--- src/rtl/ccr_pkg.sv ---
package ccr_pkg;
    parameter int WORD_W = 16;
    parameter int ADDR_W = 3;
    parameter int SEL_W  = 3;
    parameter int DATA_W = 8;

    localparam int TYPE_BIT  = WORD_W - 1;
    localparam int RB_BIT    = WORD_W - 2;
    localparam int SEL_LSB   = DATA_W;
    localparam int ADDR_LSB  = SEL_W + DATA_W;
    localparam int NREG      = 2 ** SEL_W;
    localparam int CNT_W     = ADDR_W + 1;

    localparam int CFG_PGM_BIT = ADDR_W;
    localparam int CFG_MM_BIT  = ADDR_W + 1;
    localparam logic [DATA_W-1:0] CFG_RESET = DATA_W'((1 << CFG_PGM_BIT) | 1);

    typedef enum logic [2:0] {
        ST_IDLE,
        ST_DECODE,
        ST_CTRL_WRITE,
        ST_CTRL_READ,
        ST_CTRL_PASS,
        ST_DAC_FRAME,
        ST_EMIT
    } state_t;

    typedef enum logic [1:0] {
        WK_DAC,
        WK_WRITE,
        WK_READ,
        WK_PASS
    } kind_t;
endpackage

--- src/rtl/ccr_classify.sv ---
module ccr_classify
    import ccr_pkg::*;
(
    input  logic [WORD_W-1:0] word,
    input  logic              pgm,
    input  logic              mm,
    output kind_t             kind
);
    logic              is_ctrl;
    logic [ADDR_W-1:0] hop;

    always_comb begin
        // program-only mode: all control; mixed: top bit decides; data: all DAC
        is_ctrl = pgm & (~mm | word[TYPE_BIT]);
        hop     = word[ADDR_LSB +: ADDR_W];
        if (!is_ctrl) begin
            kind = WK_DAC;
        end else if (hop == '0) begin
            kind = word[RB_BIT] ? WK_READ : WK_WRITE;
        end else begin
            kind = WK_PASS;
        end
    end
endmodule

--- src/rtl/ccr_regfile.sv ---
module ccr_regfile
    import ccr_pkg::*;
(
    input  logic              clk,
    input  logic              rst,
    input  logic              wr_en,
    input  logic [SEL_W-1:0]  sel,
    input  logic [DATA_W-1:0] wr_data,
    output logic [DATA_W-1:0] rd_data,
    output logic [ADDR_W-1:0] dev_count,
    output logic              pgm,
    output logic              mm
);
    logic [DATA_W-1:0] regs [NREG];

    for (genvar g = 0; g < NREG; g++) begin : g_reg
        localparam logic [DATA_W-1:0] RST_VAL = (g == 0) ? CFG_RESET : '0;
        always_ff @(posedge clk) begin
            if (rst) begin
                regs[g] <= RST_VAL;
            end else if (wr_en && (sel == SEL_W'(g))) begin
                regs[g] <= wr_data;
            end
        end
    end

    always_comb begin
        rd_data   = regs[sel];
        dev_count = regs[0][ADDR_W-1:0];
        pgm       = regs[0][CFG_PGM_BIT];
        mm        = regs[0][CFG_MM_BIT];
    end
endmodule

--- src/rtl/ccr_dac_ctl.sv ---
module ccr_dac_ctl
    import ccr_pkg::*;
(
    input  logic              clk,
    input  logic              rst,
    input  logic              frame_en,
    input  logic [WORD_W-1:0] word,
    input  logic [ADDR_W-1:0] dev_count,
    output logic [WORD_W-1:0] held_word,
    output logic [WORD_W-1:0] dac_out,
    output logic              dac_strobe
);
    logic [CNT_W-1:0]  cnt_q;
    logic [CNT_W-1:0]  cnt_inc;
    logic [CNT_W-1:0]  target;
    logic [WORD_W-1:0] hold_q;
    logic [WORD_W-1:0] dac_q;
    logic              strobe_q;

    always_comb begin
        cnt_inc = cnt_q + CNT_W'(1);
        // a device count of zero stands for the largest chain length
        target  = (dev_count == '0) ? CNT_W'(2 ** ADDR_W) : {1'b0, dev_count};
    end

    always_ff @(posedge clk) begin
        if (rst) begin
            cnt_q    <= '0;
            hold_q   <= '0;
            dac_q    <= '0;
            strobe_q <= 1'b0;
        end else begin
            strobe_q <= 1'b0;
            if (frame_en) begin
                hold_q <= word;
                if (cnt_inc == target) begin
                    cnt_q    <= '0;
                    dac_q    <= word;
                    strobe_q <= 1'b1;
                end else begin
                    cnt_q <= cnt_inc;
                end
            end
        end
    end

    assign held_word  = hold_q;
    assign dac_out    = dac_q;
    assign dac_strobe = strobe_q;
endmodule

--- src/rtl/cascade_word_router.sv ---
module cascade_word_router
    import ccr_pkg::*;
(
    input  logic              clk,
    input  logic              rst,
    input  logic              in_fs,
    input  logic [WORD_W-1:0] in_word,
    input  logic              sample_tick,
    input  logic [WORD_W-1:0] adc_word,
    output logic              out_fs,
    output logic [WORD_W-1:0] out_word,
    output logic [WORD_W-1:0] dac_out,
    output logic              dac_strobe
);
    state_t            state_q, state_d;
    kind_t             kind;
    logic [WORD_W-1:0] word_q;
    logic [WORD_W-1:0] obuf_q;
    logic [WORD_W-1:0] adc_q;
    logic              pend_q;
    logic              reg_wr_en;
    logic              dac_frame;
    logic [DATA_W-1:0] rd_data;
    logic [ADDR_W-1:0] dev_count;
    logic              pgm, mm;
    logic [WORD_W-1:0] held_word;
    logic [ADDR_W-1:0] hop_dec;
    logic              take_sample;

    ccr_classify u_cls (
        .word (word_q),
        .pgm  (pgm),
        .mm   (mm),
        .kind (kind)
    );

    ccr_regfile u_regs (
        .clk       (clk),
        .rst       (rst),
        .wr_en     (reg_wr_en),
        .sel       (word_q[SEL_LSB +: SEL_W]),
        .wr_data   (word_q[DATA_W-1:0]),
        .rd_data   (rd_data),
        .dev_count (dev_count),
        .pgm       (pgm),
        .mm        (mm)
    );

    ccr_dac_ctl u_dac (
        .clk        (clk),
        .rst        (rst),
        .frame_en   (dac_frame),
        .word       (word_q),
        .dev_count  (dev_count),
        .held_word  (held_word),
        .dac_out    (dac_out),
        .dac_strobe (dac_strobe)
    );

    always_comb begin
        hop_dec     = word_q[ADDR_LSB +: ADDR_W] - ADDR_W'(1);
        take_sample = (state_q == ST_IDLE) && !in_fs && (sample_tick || pend_q);
    end

    // state register
    always_ff @(posedge clk) begin
        if (rst) begin
            state_q <= ST_IDLE;
        end else begin
            state_q <= state_d;
        end
    end

    // next state
    always_comb begin
        state_d = state_q;
        unique case (state_q)
            ST_IDLE: begin
                if (in_fs) begin
                    state_d = ST_DECODE;
                end else if (sample_tick || pend_q) begin
                    state_d = ST_EMIT;
                end
            end
            ST_DECODE: begin
                unique case (kind)
                    WK_DAC:   state_d = ST_DAC_FRAME;
                    WK_WRITE: state_d = ST_CTRL_WRITE;
                    WK_READ:  state_d = ST_CTRL_READ;
                    WK_PASS:  state_d = ST_CTRL_PASS;
                    default:  state_d = ST_IDLE;
                endcase
            end
            ST_CTRL_WRITE: state_d = ST_IDLE;
            ST_CTRL_READ:  state_d = ST_EMIT;
            ST_CTRL_PASS:  state_d = ST_EMIT;
            ST_DAC_FRAME:  state_d = ST_EMIT;
            ST_EMIT:       state_d = ST_IDLE;
            default:       state_d = ST_IDLE;
        endcase
    end

    // outputs and strobes decoded from state
    always_comb begin
        out_fs    = (state_q == ST_EMIT);
        out_word  = obuf_q;
        reg_wr_en = (state_q == ST_CTRL_WRITE);
        dac_frame = (state_q == ST_DAC_FRAME);
    end

    // datapath
    always_ff @(posedge clk) begin
        if (rst) begin
            word_q <= '0;
            obuf_q <= '0;
            adc_q  <= '0;
            pend_q <= 1'b0;
        end else begin
            if (sample_tick) begin
                adc_q <= adc_word;
            end
            if (take_sample) begin
                pend_q <= 1'b0;
                obuf_q <= sample_tick ? adc_word : adc_q;
            end else if (sample_tick) begin
                pend_q <= 1'b1;
            end
            if ((state_q == ST_IDLE) && in_fs) begin
                word_q <= in_word;
            end
            unique case (state_q)
                ST_CTRL_READ: begin
                    obuf_q <= {1'b1, 1'b1, {ADDR_W{1'b1}},
                               word_q[SEL_LSB +: SEL_W], rd_data};
                end
                ST_CTRL_PASS: begin
                    obuf_q <= {word_q[WORD_W-1:ADDR_LSB+ADDR_W], hop_dec,
                               word_q[ADDR_LSB-1:0]};
                end
                ST_DAC_FRAME: begin
                    obuf_q <= held_word;
                end
                default: begin
                end
            endcase
        end
    end
endmodule

--- config.mk ---
export PLATFORM = sky130hd
export DESIGN_NAME = cascade_word_router
export DESIGN_NICKNAME = d
export VERILOG_FILES = /design/src/rtl/ccr_pkg.sv /design/src/rtl/ccr_classify.sv /design/src/rtl/ccr_regfile.sv /design/src/rtl/ccr_dac_ctl.sv /design/src/rtl/cascade_word_router.sv
export SDC_FILE = /design/constraint.sdc
export NUM_CORES = 1
export LEC_CHECK = 0
export BUFFER_PORTS_ARGS = -buffer_cell sky130_fd_sc_hd__buf_2
export CORE_ASPECT_RATIO = 1.25
export CORE_MARGIN = 2
export CORE_UTILIZATION = 50
export CTS_CLUSTER_SIZE = 40
export DETAILED_ROUTE_END_ITERATION = 8
export PLACE_DENSITY = 0.7
export SLEW_MARGIN = 20
export SYNTH_ARGS = -nofsm -noshare
export SYNTH_HDL_FRONTEND = slang
export SYNTH_SLANG_ARGS = --single-unit
--- constraint.sdc ---
create_clock -name clk -period 2.6 [get_ports clk]
set_clock_uncertainty 0.05 [all_clocks]
set_input_delay 0.13 -clock clk [delete_from_list [all_inputs] [get_ports clk]]
set_output_delay 0.13 -clock clk [all_outputs]
set_load 0.005 [all_outputs]
## After elaboration in Yosys (flattened, before gate mapping)

Memories as Yosys holds them, arrays and structs flattened. A register that Yosys moved wholly into a read port is not among the register bits.
Cells that the tools add are included.

- Input bits: 36
- Memories: 1
- Register bits: 89
- Bits in writable memories: 64

- Bitwise logic cells: 12
- Multiplexer cells: 49
- Equality and inequality tests: 18
- Add/sub/neg operators: 2
- Reduce and logical (&&, ||, !) cells: 23

Memory list:

| name | words | width | rd ports | clocked after Yosys merged registers in | wr ports | line | text |
|---|---|---|---|---|---|---|---|
| u_regs.regs | 8 | 8 | 2 | 1 | 8 | ccr_regfile.sv:14 | `logic [DATA_W-1:0] regs [NREG];` |

Operators by type and width:

| operator | count |
|---|---|
| $mux W8 | 8 |
| $pmux W16 S3 | 1 |
| $mux W16 | 2 |
| $mux W1 | 27 |
| $eq A3 B3 Y1 const B | 7 |
| $eq A3 B2 Y1 const B | 4 |
| $logic_not A3 Y1 | 4 |
| $mux W3 | 4 |
| $pmux W3 S4 | 1 |
| $logic_and A1 B1 Y1 | 11 |
| $or A1 B1 Y1 | 9 |
| $pmux W3 S3 | 1 |
| $mux W4 | 2 |
| $eq A3 B1 Y1 const B | 2 |
| $mux W2 | 3 |
| $add A4 B1 Y4 const B | 1 |
| $eq A2 B2 Y1 const B | 2 |
| $eq A4 B4 Y1 | 1 |
| $reduce_bool A4 Y1 | 1 |
| $reduce_or A2 Y1 | 2 |
| $ne A3 B3 Y1 const B | 1 |
| $reduce_or A3 Y1 | 1 |
| $sub A3 B1 Y3 const B | 1 |
| $eq A2 B1 Y1 const B | 1 |
| 6 further kinds | 7 |

## Depth between registers and ports, before layout

Gate-level depths: netlist of run 1.

- Depth in word-level cells: 7
- Depth in mapped cells: 8
- Mapped depth without buffers: 8

## By module

A second synthesis of run 1 with hierarchy kept.

- Cells, all modules: 640
- Area, all modules: 7079.3 um^2

By module, submodules not included:

| module | times used | area each (um^2) | cells each | sequential area each (um^2) |
|---|---|---|---|---|
| ccr_regfile | 1 | 3055.4 | 214 | 1921.8 |
| cascade_word_router | 1 | 2383.5 | 272 | 1041.0 |
| ccr_dac_ctl | 1 | 1587.8 | 148 | 740.7 |
| ccr_classify | 1 | 52.6 | 6 | 0.0 |

## Worst setup path after synthesis of run 1

OpenSTA, ideal clock, no wires.

- Path kind: flip-flop to flip-flop
- From: reg state_q[0]
- To: mem u_regs.regs[5][0] (enable)
- Slack: 0.414 ns
- Stages on the path, launching flop included: 5
- Arrival: 1.762 ns
- Setup time: 0.375 ns
- Buffers on the path: 1
- Cell sequence: dfxtp_1 -> buf_2 -> or3b_1 -> or3b_4 -> o21bai_1

RTL lines:

| item | line | text |
|---|---|---|
| start: declaration | cascade_word_router.sv:15 | `state_t state_q, state_d;` |
| start signal: assignment | cascade_word_router.sv:70 | `state_q <= state_d;` |
| end: declaration | ccr_regfile.sv:14 |  |

## Final worst setup path of run 1

- From: reg u_dac.cnt_q[0]
- To: reg u_dac.dac_q[13] (netlist: u_dac.dac_out[13])

- Cells in the longest elaborated chain, start to end: 3

Ends and longest elaborated chain:

| item | line | text |
|---|---|---|
| start: declaration | ccr_dac_ctl.sv:13 | `logic [CNT_W-1:0] cnt_q;` |
| start signal: assignment | ccr_dac_ctl.sv:41 | `cnt_q <= cnt_inc;` |
| $add A4 B1 Y4 | ccr_dac_ctl.sv:21 | `cnt_inc = cnt_q + CNT_W'(1);` |
| $eq A4 B4 Y1 | ccr_dac_ctl.sv:36 | `if (cnt_inc == target) begin` |
| $reduce_and A2 Y1 (no source line) | - |  |
| end signal: assignment | ccr_dac_ctl.sv:38 | `dac_q <= word;` |
| end: declaration | ccr_dac_ctl.sv:17 | `logic [WORD_W-1:0] dac_q;` |

Every way passes these cells.
A chain may end at the register's enable or synchronous reset.

==> impl_metrics.toml, run 1 <==
[finish]
antenna_cells = 0
drive_above_1_share_pct = 22.1
area_growth_pct = 19.5
fin_nets = 789
final_cells = 938

[floorplanning]
die_h_um = 136
die_area_um2 = 15000
core_area_um2 = 13800
die_x_um = 110
pin_count = 70
row_count = 48
start_util_pct = 50.9

[drt]
dr.pass1.iters = 5
drc_errors = 0
drt-initial-drc-count = 444
viasPerCell = 5.51
wire_per_inst_um = 18.2
num_vias = 5170
antenna_left = 0
routed_wl_um = 17000

[power]
p_per_area_nw_per_um2 = 829
ir_drop_v = 0.000506
total_power_uw = 6930
p_leak_uw = 0.00317

[setup_path]
path_max_fanout = 19
cp.buffers_inverters = 1
critical_path_class = "reg2reg"
cp-start-kind = "flop"
max_stage_delay_ps = 390
cp_top_family = "simple AND/OR/NAND/NOR gates"
required_ps = 2900
cpMostUsedCell = "nor2b_1"
cp_cell_sequence = "ha_1, nor2b_1, nor3_1, nor2b_1, a32o_1, buf_4, mux2i_1"
end_kind = "flop"
worstPathArrival_ps = 2460
worst_path_max_delay_cell = "nor3_1"

[global_routing]
antenna_found_initial = 0
grt_pass1_vias = 5032
gr-total-overflow = 0
grtUsageTotal_pct = 23.6
grt_pass1_wl_um = 26100
grt_max_degree = 61

[timing]
setup_viol = 0
rsz0062_at_grt = "false"
timing.setup.tns_ps = 0
worst_pin_slew_ps = 704
fin_crit_sh_pct = 83.4
hold_violations = 0
finalMaxSlewViolations = 0
fmax_ghz = 0.461
layout_min_cycle_time_ps = 2170
slew-limit-headroom_pct = 53.0

[logic_synthesis]
ys_seq_area_share_pct = 53.8
syn_inst = 661
yosysMostFrequentCell = "dfxtp_1"
synth_top_flop_cell = "dfxtp_1"
yosysWarnings = 0
ys_ff_latch = 156
synth-edff-count = 64
synth_common_cells = "dfxtp_1 (92), nand2_1 (83), edfxtp_1 (64), and2_1 (63), a21oi_1 (60)"
synth_top_area_share_pct = 27.5
yosysTopAreaCell = "edfxtp_1"
synth_area_um2 = 6990
syn_area_per_cell_um2 = 10.6
synth-async-reset-ratio_pct = 0
syn_nets = 700
synth_area_leaders = "edfxtp_1 (27%), dfxtp_1 (26%), and2_1 (5.6%)"
yosysUniqueCellTypes = 46

[placed_design]
io_buffer_count = 69
gp_congestion = 0.918
placed_cells = 885
dp_hpwl_um = 11800

[clock_network]
cts_tree = "built"
cts_buffers = 17
clock-root-buffer = "clkbuf_16"
htree_num_levels = 4
clk_latency_ps = 420
clkTransAtPathRegs_ps = 70
cts.sinks = 156
clockBufferDepth = 2

[min_path]
min_path_type = "in2reg"

[flow_run]
maxCapViolCount = 0

[status]
status = "completed"
-- placed cells by master (no fill, tap or decap), drive strengths merged, types with 21 or more instances in the layout --
cell | netlist | layout
and2 | 63 | 63
o22ai | 22 | 22
a21oi | 60 | 60
mux2i | 24 | 24
buf | 18 | 96
nor2 | 30 | 30
nand2b | 37 | 37
nand2 | 83 | 83
dfxtp | 92 | 92
edfxtp | 64 | 64
dlygate4sd3 | 0 | 21
-- per-stage QoR --
step                      setup slack, ps  cell area, um^2  utilization, %  hold WS, ps
after floorplan                       414             6990               -          216
after global placement                595             7550            54.9          327
after detailed placement              445             7550            54.9          328
after CTS                             410             8360            60.8         28.1
after global routing                  240             8360            60.8         44.0
final                                 431             8360            60.8         38.4
-- what timing repair did --
| item | CTS | global route |
|---|---|---|
| gates resized for setup | 0 | 0 |
| hold buffers | 21 | 0 |
| endpoints found under the hold margin | 24 | 0 |
| setup buffers | 0 | 0 |
-- state kept, by name, indices dropped and copies added (netlist names), named ones only --
register	cells
adc_q	16
out_word	16
pend_q	1
state_q	3
u_dac.cnt_q	4
u_dac.dac_out	16
u_dac.dac_strobe	1
u_dac.held_word	16
u_regs.regs	64
word_q	16
-- cell type report --
cell class / instances / area, um^2
Fill cell: 1112 / 5400
Sequential cell: 156 / 3760
Multi-Input combinational cell: 448 / 2980
Timing Repair Buffer: 117 / 761
Clock buffer: 20 / 462
Tap cell: 175 / 219
Clock inverter: 12 / 138
Inverter: 10 / 37.5
-- routing by layer --
layer	up-vias	routed length, um	GRT usage [%]
li1	2488	-	-
met1	2493	6560	26.4
met2	151	9250	42.5
met3	38	622	3.98
met4	0	603	11.7
met5	-	0	0
-- worst paths after layout --
kind	from	end	slack, ps	depth (start not counted)
min	adc_word[8]	adc_q[8]$_SDFF_PP0_	40	3
min reg2reg	u_dac.held_word[5]$_SDFFE_PP0N_	u_dac.held_word[5]$_SDFFE_PP0N_	400	2
max reg2reg	u_dac.cnt_q[0]$_SDFFE_PP0N_	u_dac.dac_out[13]$_SDFFE_PP0P_	430	7
max	u_dac.cnt_q[0]$_SDFFE_PP0N_	u_dac.dac_out[13]$_SDFFE_PP0P_	430	7
-- kinds of logic after synthesis --
group,share of synthesized area [%]
simple gates,20.4
compound gates,9.28
fa+ha+maj,0.537
xor+xnor,0.751
buf+inv,3.61
mux,11.6
flops,53.8
-- where the power goes --
group | switching [uW] | internal (uW)
Combinational | 867 | 604
Sequential | 183 | 2770
Clock | 1010 | 1490
Total | 2060 | 4870
-- worst register-to-register path: stages (launching register included) --
cell,delay [ps]
dfxtp_1,360
ha_1,240
nor2b_1,150
nor3_1,390
nor2b_1,200
a32o_1,130
buf_4,320
mux2i_1,250
(Power assumes the default switching activity.)
==> run 2, diff against run 1 <==
ABC_AREA = 1   (was unset)
PLACE_DENSITY = 0.73   (was 0.7)
clock period = 1.8 ns   (was 2.6 ns; I/O delays follow)
==> impl_metrics.toml, run 2 <==
[logic_synthesis]
yosysWarnings = 0
syn_nets = 873
ys_ff_latch = 156
yosysMostFrequentCell = "nand2_1"
yosysUniqueCellTypes = 35
synth_area_leaders = "edfxtp_1 (28%), dfxtp_1 (27%), nand2_1 (9.2%)"
syn_area_per_cell_um2 = 8.30
synth-edff-count = 64
synth-async-reset-ratio_pct = 0
synth_common_cells = "nand2_1 (169), nor2_1 (115), dfxtp_1 (92), inv_1 (84), edfxtp_1 (64)"
yosysTopAreaCell = "edfxtp_1"
syn_inst = 834
synth_area_um2 = 6920
ys_seq_area_share_pct = 54.4
synth_top_area_share_pct = 27.8
synth_top_flop_cell = "dfxtp_1"

[finish]
multi_input_area_um2 = 2590
layout_commonest_cell = "nand2_1"
regArea_um2 = 3760
fin_util_pct = 61.7
fin_area_um2 = 8450
largest_reg_flops = 64
area_growth_pct = 22.0
antenna_cells = 0
nFillCells = 1182
most-common-layout-cells = "nand2_1 (168), nor2_1 (115), dfxtp_1 (92)"
drive_above_1_share_pct = 17.4
max_flop_register = "u_regs.regs"
fin_nets = 982

[clock_network]
cts_tree = "built"
cts_buffers = 17
htree_num_levels = 4
clk_latency_ps = 420
clockBufferDepth = 2
clkTransAtPathRegs_ps = 60
clock-root-buffer = "clkbuf_16"
cts.sinks = 156

[floorplanning]
die_area_um2 = 14800
die_h_um = 136
core_area_um2 = 13700
start_util_pct = 50.5
row_count = 48
pin_count = 70
die_x_um = 109

[setup_path]
cp_top_family = "simple AND/OR/NAND/NOR gates"
critical_path_class = "reg2reg"
cpMostUsedCell = "nand2_1"
startpoint = "state_q[1]$_SDFFE_PP0P_"
cp-start-kind = "flop"
end_kind = "flop"
cp_cell_sequence = "nand2_1, nor2_4, nand2_1, nand2_1"
max_stage_delay_ps = 480
r2r_slack_ps = 130
worst_path_max_delay_cell = "dfxtp_1"
required_ps = 1830
worstPathArrival_ps = 1700
r2r_start = "state_q[1]$_SDFFE_PP0P_"
cp.buffers_inverters = 0
path_max_fanout = 8

[timing]
layout_min_cycle_time_ps = 1670
timing.setup.tns_ps = 0
setup_viol = 0
finalMaxSlewViolations = 0
worst_pin_slew_ps = 437
fin_crit_sh_pct = 93.0
slew-limit-headroom_pct = 70.8
rsz0062_at_grt = "false"
hold_violations = 0
fmax_ghz = 0.598

[global_routing]
grtUsageTotal_pct = 25.3
grt_max_degree = 57
grt_pass1_vias = 5671
grt_pass1_wl_um = 28200
antenna_found_initial = 0
gr-total-overflow = 0

[flow_run]
maxCapViolCount = 0

[placed_design]
io_buffer_count = 69
dpl_cell_area_um2 = 7540
gp_congestion = 0.862
dp_hpwl_um = 12100

[drt]
drc_errors = 0
routed_wl_um = 17900
dr.pass1.iters = 5
drt-initial-drc-count = 407
wire_per_inst_um = 15.8
num_vias = 5943
antenna_left = 0
viasPerCell = 5.25

[power]
ir_drop_v = 0.00102
total_power_uw = 10400
p_per_area_nw_per_um2 = 1230
p_leak_uw = 0.00371

[status]
status = "completed"

[min_path]
min_path_type = "in2reg"
hp-start = "adc_word[5]"
-- run 2: where the power goes --
| group | internal, uW | switching (uW) |
|---|---|---|
| clock network | 2060 | 1390 |
| registers | 4080 | 284 |
| logic | 932 | 1680 |
-- run 2: worst paths after layout --
kind                                                   endpoint  depth (start not counted)
worst max-delay path            u_regs.regs[2][3]$_SDFFCE_PN0P_                          4
worst min register to register  u_dac.held_word[4]$_SDFFE_PP0N_                          2
worst max register to register  u_regs.regs[2][3]$_SDFFCE_PN0P_                          4
worst min-delay path                        adc_q[5]$_SDFF_PP0_                          5
-- run 2: timing repair --
item	CTS	global route
setup endpoints to repair	0	32
hold buffers	29	0
endpoints found under the hold margin	32	0
setup buffers	0	1
gates resized for setup	0	6
-- run 2: layer usage --
| layer | wire length, um | track usage [%] | vias up |
|---|---|---|---|
| met2 | 9610 | 45.4 | 176 |
| met3 | 861 | 4.33 | 43 |
| li1 | - | - | 2959 |
| met4 | 531 | 8.65 | 0 |
| met5 | 0 | 0 | - |
| met1 | 6900 | 30.3 | 2765 |
-- run 2: worst reg2reg max path, delay by kind of cell (launching register included) --
family	cells	cell delay (ps)
and+or+nand+nor	4	800
DFF	1	480
-- run 2: stage by stage --
step	hold WS [ps]	setup slack, ps	std cells
floorplan	119	225	834
global placement	270	126	1068
detailed placement	276	89.6	1068
CTS	9.68	79.0	1129
global route	48.8	4.37	1131
finish	0.347	126	1131
-- run 2: logic make-up (layout without fill, tap and decap cells) --
| kind of cell | after synthesis | in the layout | synth area share (%) |
|---|---|---|---|
| AND/OR/NAND/NOR | 392 | 393 | 24.7 |
| flip-flops | 156 | 156 | 54.4 |
| AO/OA/AOI/OAI | 129 | 129 | 10.0 |
| XOR/XNOR | 5 | 5 | 0.741 |
| buffers and inverters | 141 | 262 | 8.51 |
| multiplexers | 8 | 8 | 1.16 |
| adder cells (fa/ha/maj) | 3 | 3 | 0.542 |
-- run 2: area by class of cell --
class / count / share of cell area, %
tap: 175 / 2.59
timing repair buffer: 129 / 10.9
sequential: 156 / 44.6
multi-input combinational: 538 / 30.7
clock buffer: 23 / 5.81
clock inverter: 9 / 0.978
inverter: 101 / 4.49
==> run 3, diff against run 2 <==
ABC_AREA = 0   (was 1)
==> impl_metrics.toml, run 3 (synthesis gave the netlist of run 1 again) <==
[power]
ir_drop_v = 0.000708
p_leak_uw = 0.00344
p_per_area_nw_per_um2 = 1160

[setup_path]
cp_cell_sequence = "or3b_4, or3b_4, o21bai_4"
cp-start-kind = "flop"
path_max_fanout = 8
worstPathArrival_ps = 1870
cpMostUsedCell = "or3b_4"
r2r_slack_ps = -20
max_stage_delay_ps = 440
critical_path_class = "reg2reg"
required_ps = 1850
worst_path_max_delay_cell = "or3b_4"
end_kind = "flop"

[timing]
setup_viol = 27
layout_setup_ws_ps = -22.9
whs_ps = 3.34
hold_violations = 0
layout_min_cycle_time_ps = 1820
rsz0062_at_grt = "true"
fmax_ghz = 0.549
finalMaxSlewViolations = 0
fin_crit_sh_pct = 101
slew-limit-headroom_pct = 66.0
worst_pin_slew_ps = 510

[placed_design]
io_buffer_count = 69
dp_hpwl_um = 12000
dpl_cell_area_um2 = 7810
placed_cells = 907
gp_congestion = 0.842

[finish]
area_growth_pct = 27.5
drive_above_1_share_pct = 28.9
max_flop_register = "u_regs.regs"
layout_commonest_cell = "dfxtp_1"
most-common-layout-cells = "dfxtp_1 (86), nand2_1 (81), buf_2 (68)"
fin_util_pct = 64.9
fin_nets = 828
antenna_cells = 0
final_cells = 977
nFillCells = 1010
largest_reg_flops = 64
fin_area_um2 = 8920

[floorplanning]
die_area_um2 = 15000
start_util_pct = 50.9
core_area_um2 = 13800
die_x_um = 110
pin_count = 70
die_h_um = 136
row_count = 48

[global_routing]
antenna_found_initial = 0
grt_max_degree = 115
grt_pass1_wl_um = 27400
grt_pass1_vias = 5368
grtUsageTotal_pct = 24.7
gr-total-overflow = 0

[clock_network]
htree_num_levels = 4
cts.sinks = 156
clk_latency_ps = 420
clock-root-buffer = "clkbuf_16"
cts_tree = "built"
clkTransAtPathRegs_ps = 60
cts_buffers = 17
clockBufferDepth = 2

[drt]
num_vias = 5405
dr.pass1.iters = 5
drc_errors = 0
viasPerCell = 5.53
wire_per_inst_um = 18.1
drt-initial-drc-count = 358
antenna_left = 0
routed_wl_um = 17700

[status]
violations = "negative setup slack"
status = "finished with violations"

[min_path]
min_path_type = "in2reg"

[flow_run]
maxCapViolCount = 0
==> run 3: cell types whose count changed in the layout (fill, tap and decap cells not counted), sizes merged, moves of 16 or more <==
cell	before	now
inv	96	14
mux4	0	16
nor2b	0	16
nand2	173	83
nand4	23	2
mux2i	8	24
and2	0	63
nand3	63	2
nor2	120	30
o21ai	69	5
mux2	0	19
nand2b	0	37
buf	100	125
==> run 3: layer usage <==
metal	share of wire (%)	GRT usage (%)
met2	53	43.2
met1	37	27.9
met3	4.5	4.60
met4	5.0	13.6
met5	0	0
==> run 3: worst max-delay path: cells and delay by family (launching register included) <==
family | cells | cell delay, ps
compound gates | 1 | 280
simple gates | 2 | 820
flops | 1 | 340
==> run 3: per-stage QoR <==
stage | setup TNS [ps] | setup slack (ps) | total power (uW)
2_1_floorplan | -4290 | -82.4 | 5760
3_3_place_gp | 0 | 1.29 | 6580
3_5_place_dp | -871 | -56.5 | 6650
4_1_cts | -172 | -22.0 | 10300
5_1_grt | -3220 | -113 | 10800
6_report | -401 | -22.9 | 10400
==> run 3: final cells by class <==
| cell class | count | area, um^2 | area share (%) |
|---|---|---|---|
| timing repair buffer | 155 | 1170 | 13.1 |
| clock buffer | 21 | 473 | 5.30 |
| multi-input combinational | 449 | 3140 | 35.2 |
| tap | 175 | 219 | 2.45 |
| inverter | 10 | 37.5 | 0.421 |
| sequential | 156 | 3770 | 42.3 |
| clock inverter | 11 | 113 | 1.26 |
==> run 3: where the power goes <==
group	internal (uW)	switching [uW]
Sequential	4010	212
Clock	2160	1420
Combinational	1150	1420
==> run 3: timing repair <==
item / CTS / global route
buffers inserted: 3 / 4
resized for setup: 13 / 24
hold buffers: 29 / 0
hold endpoints to repair: 32 / 0
gates cloned: 2 / 1
pin swaps: 6 / 6
setup endpoints to repair: 53 / 89
==> run 3: path summary, 6_finish.rpt <==
kind                                  from                         endpoint  depth (start not counted)
setup / recovery   state_q[0]$_SDFFE_PP0P_  u_regs.regs[5][1]$_SDFFCE_PN0P_                          3
hold / removal                adc_word[10]             adc_q[10]$_SDFF_PP0_                          3
hold reg to reg   out_word[7]$_SDFFE_PP0P_         out_word[7]$_SDFFE_PP0P_                          2
setup reg to reg   state_q[0]$_SDFFE_PP0P_  u_regs.regs[5][1]$_SDFFCE_PN0P_                          3
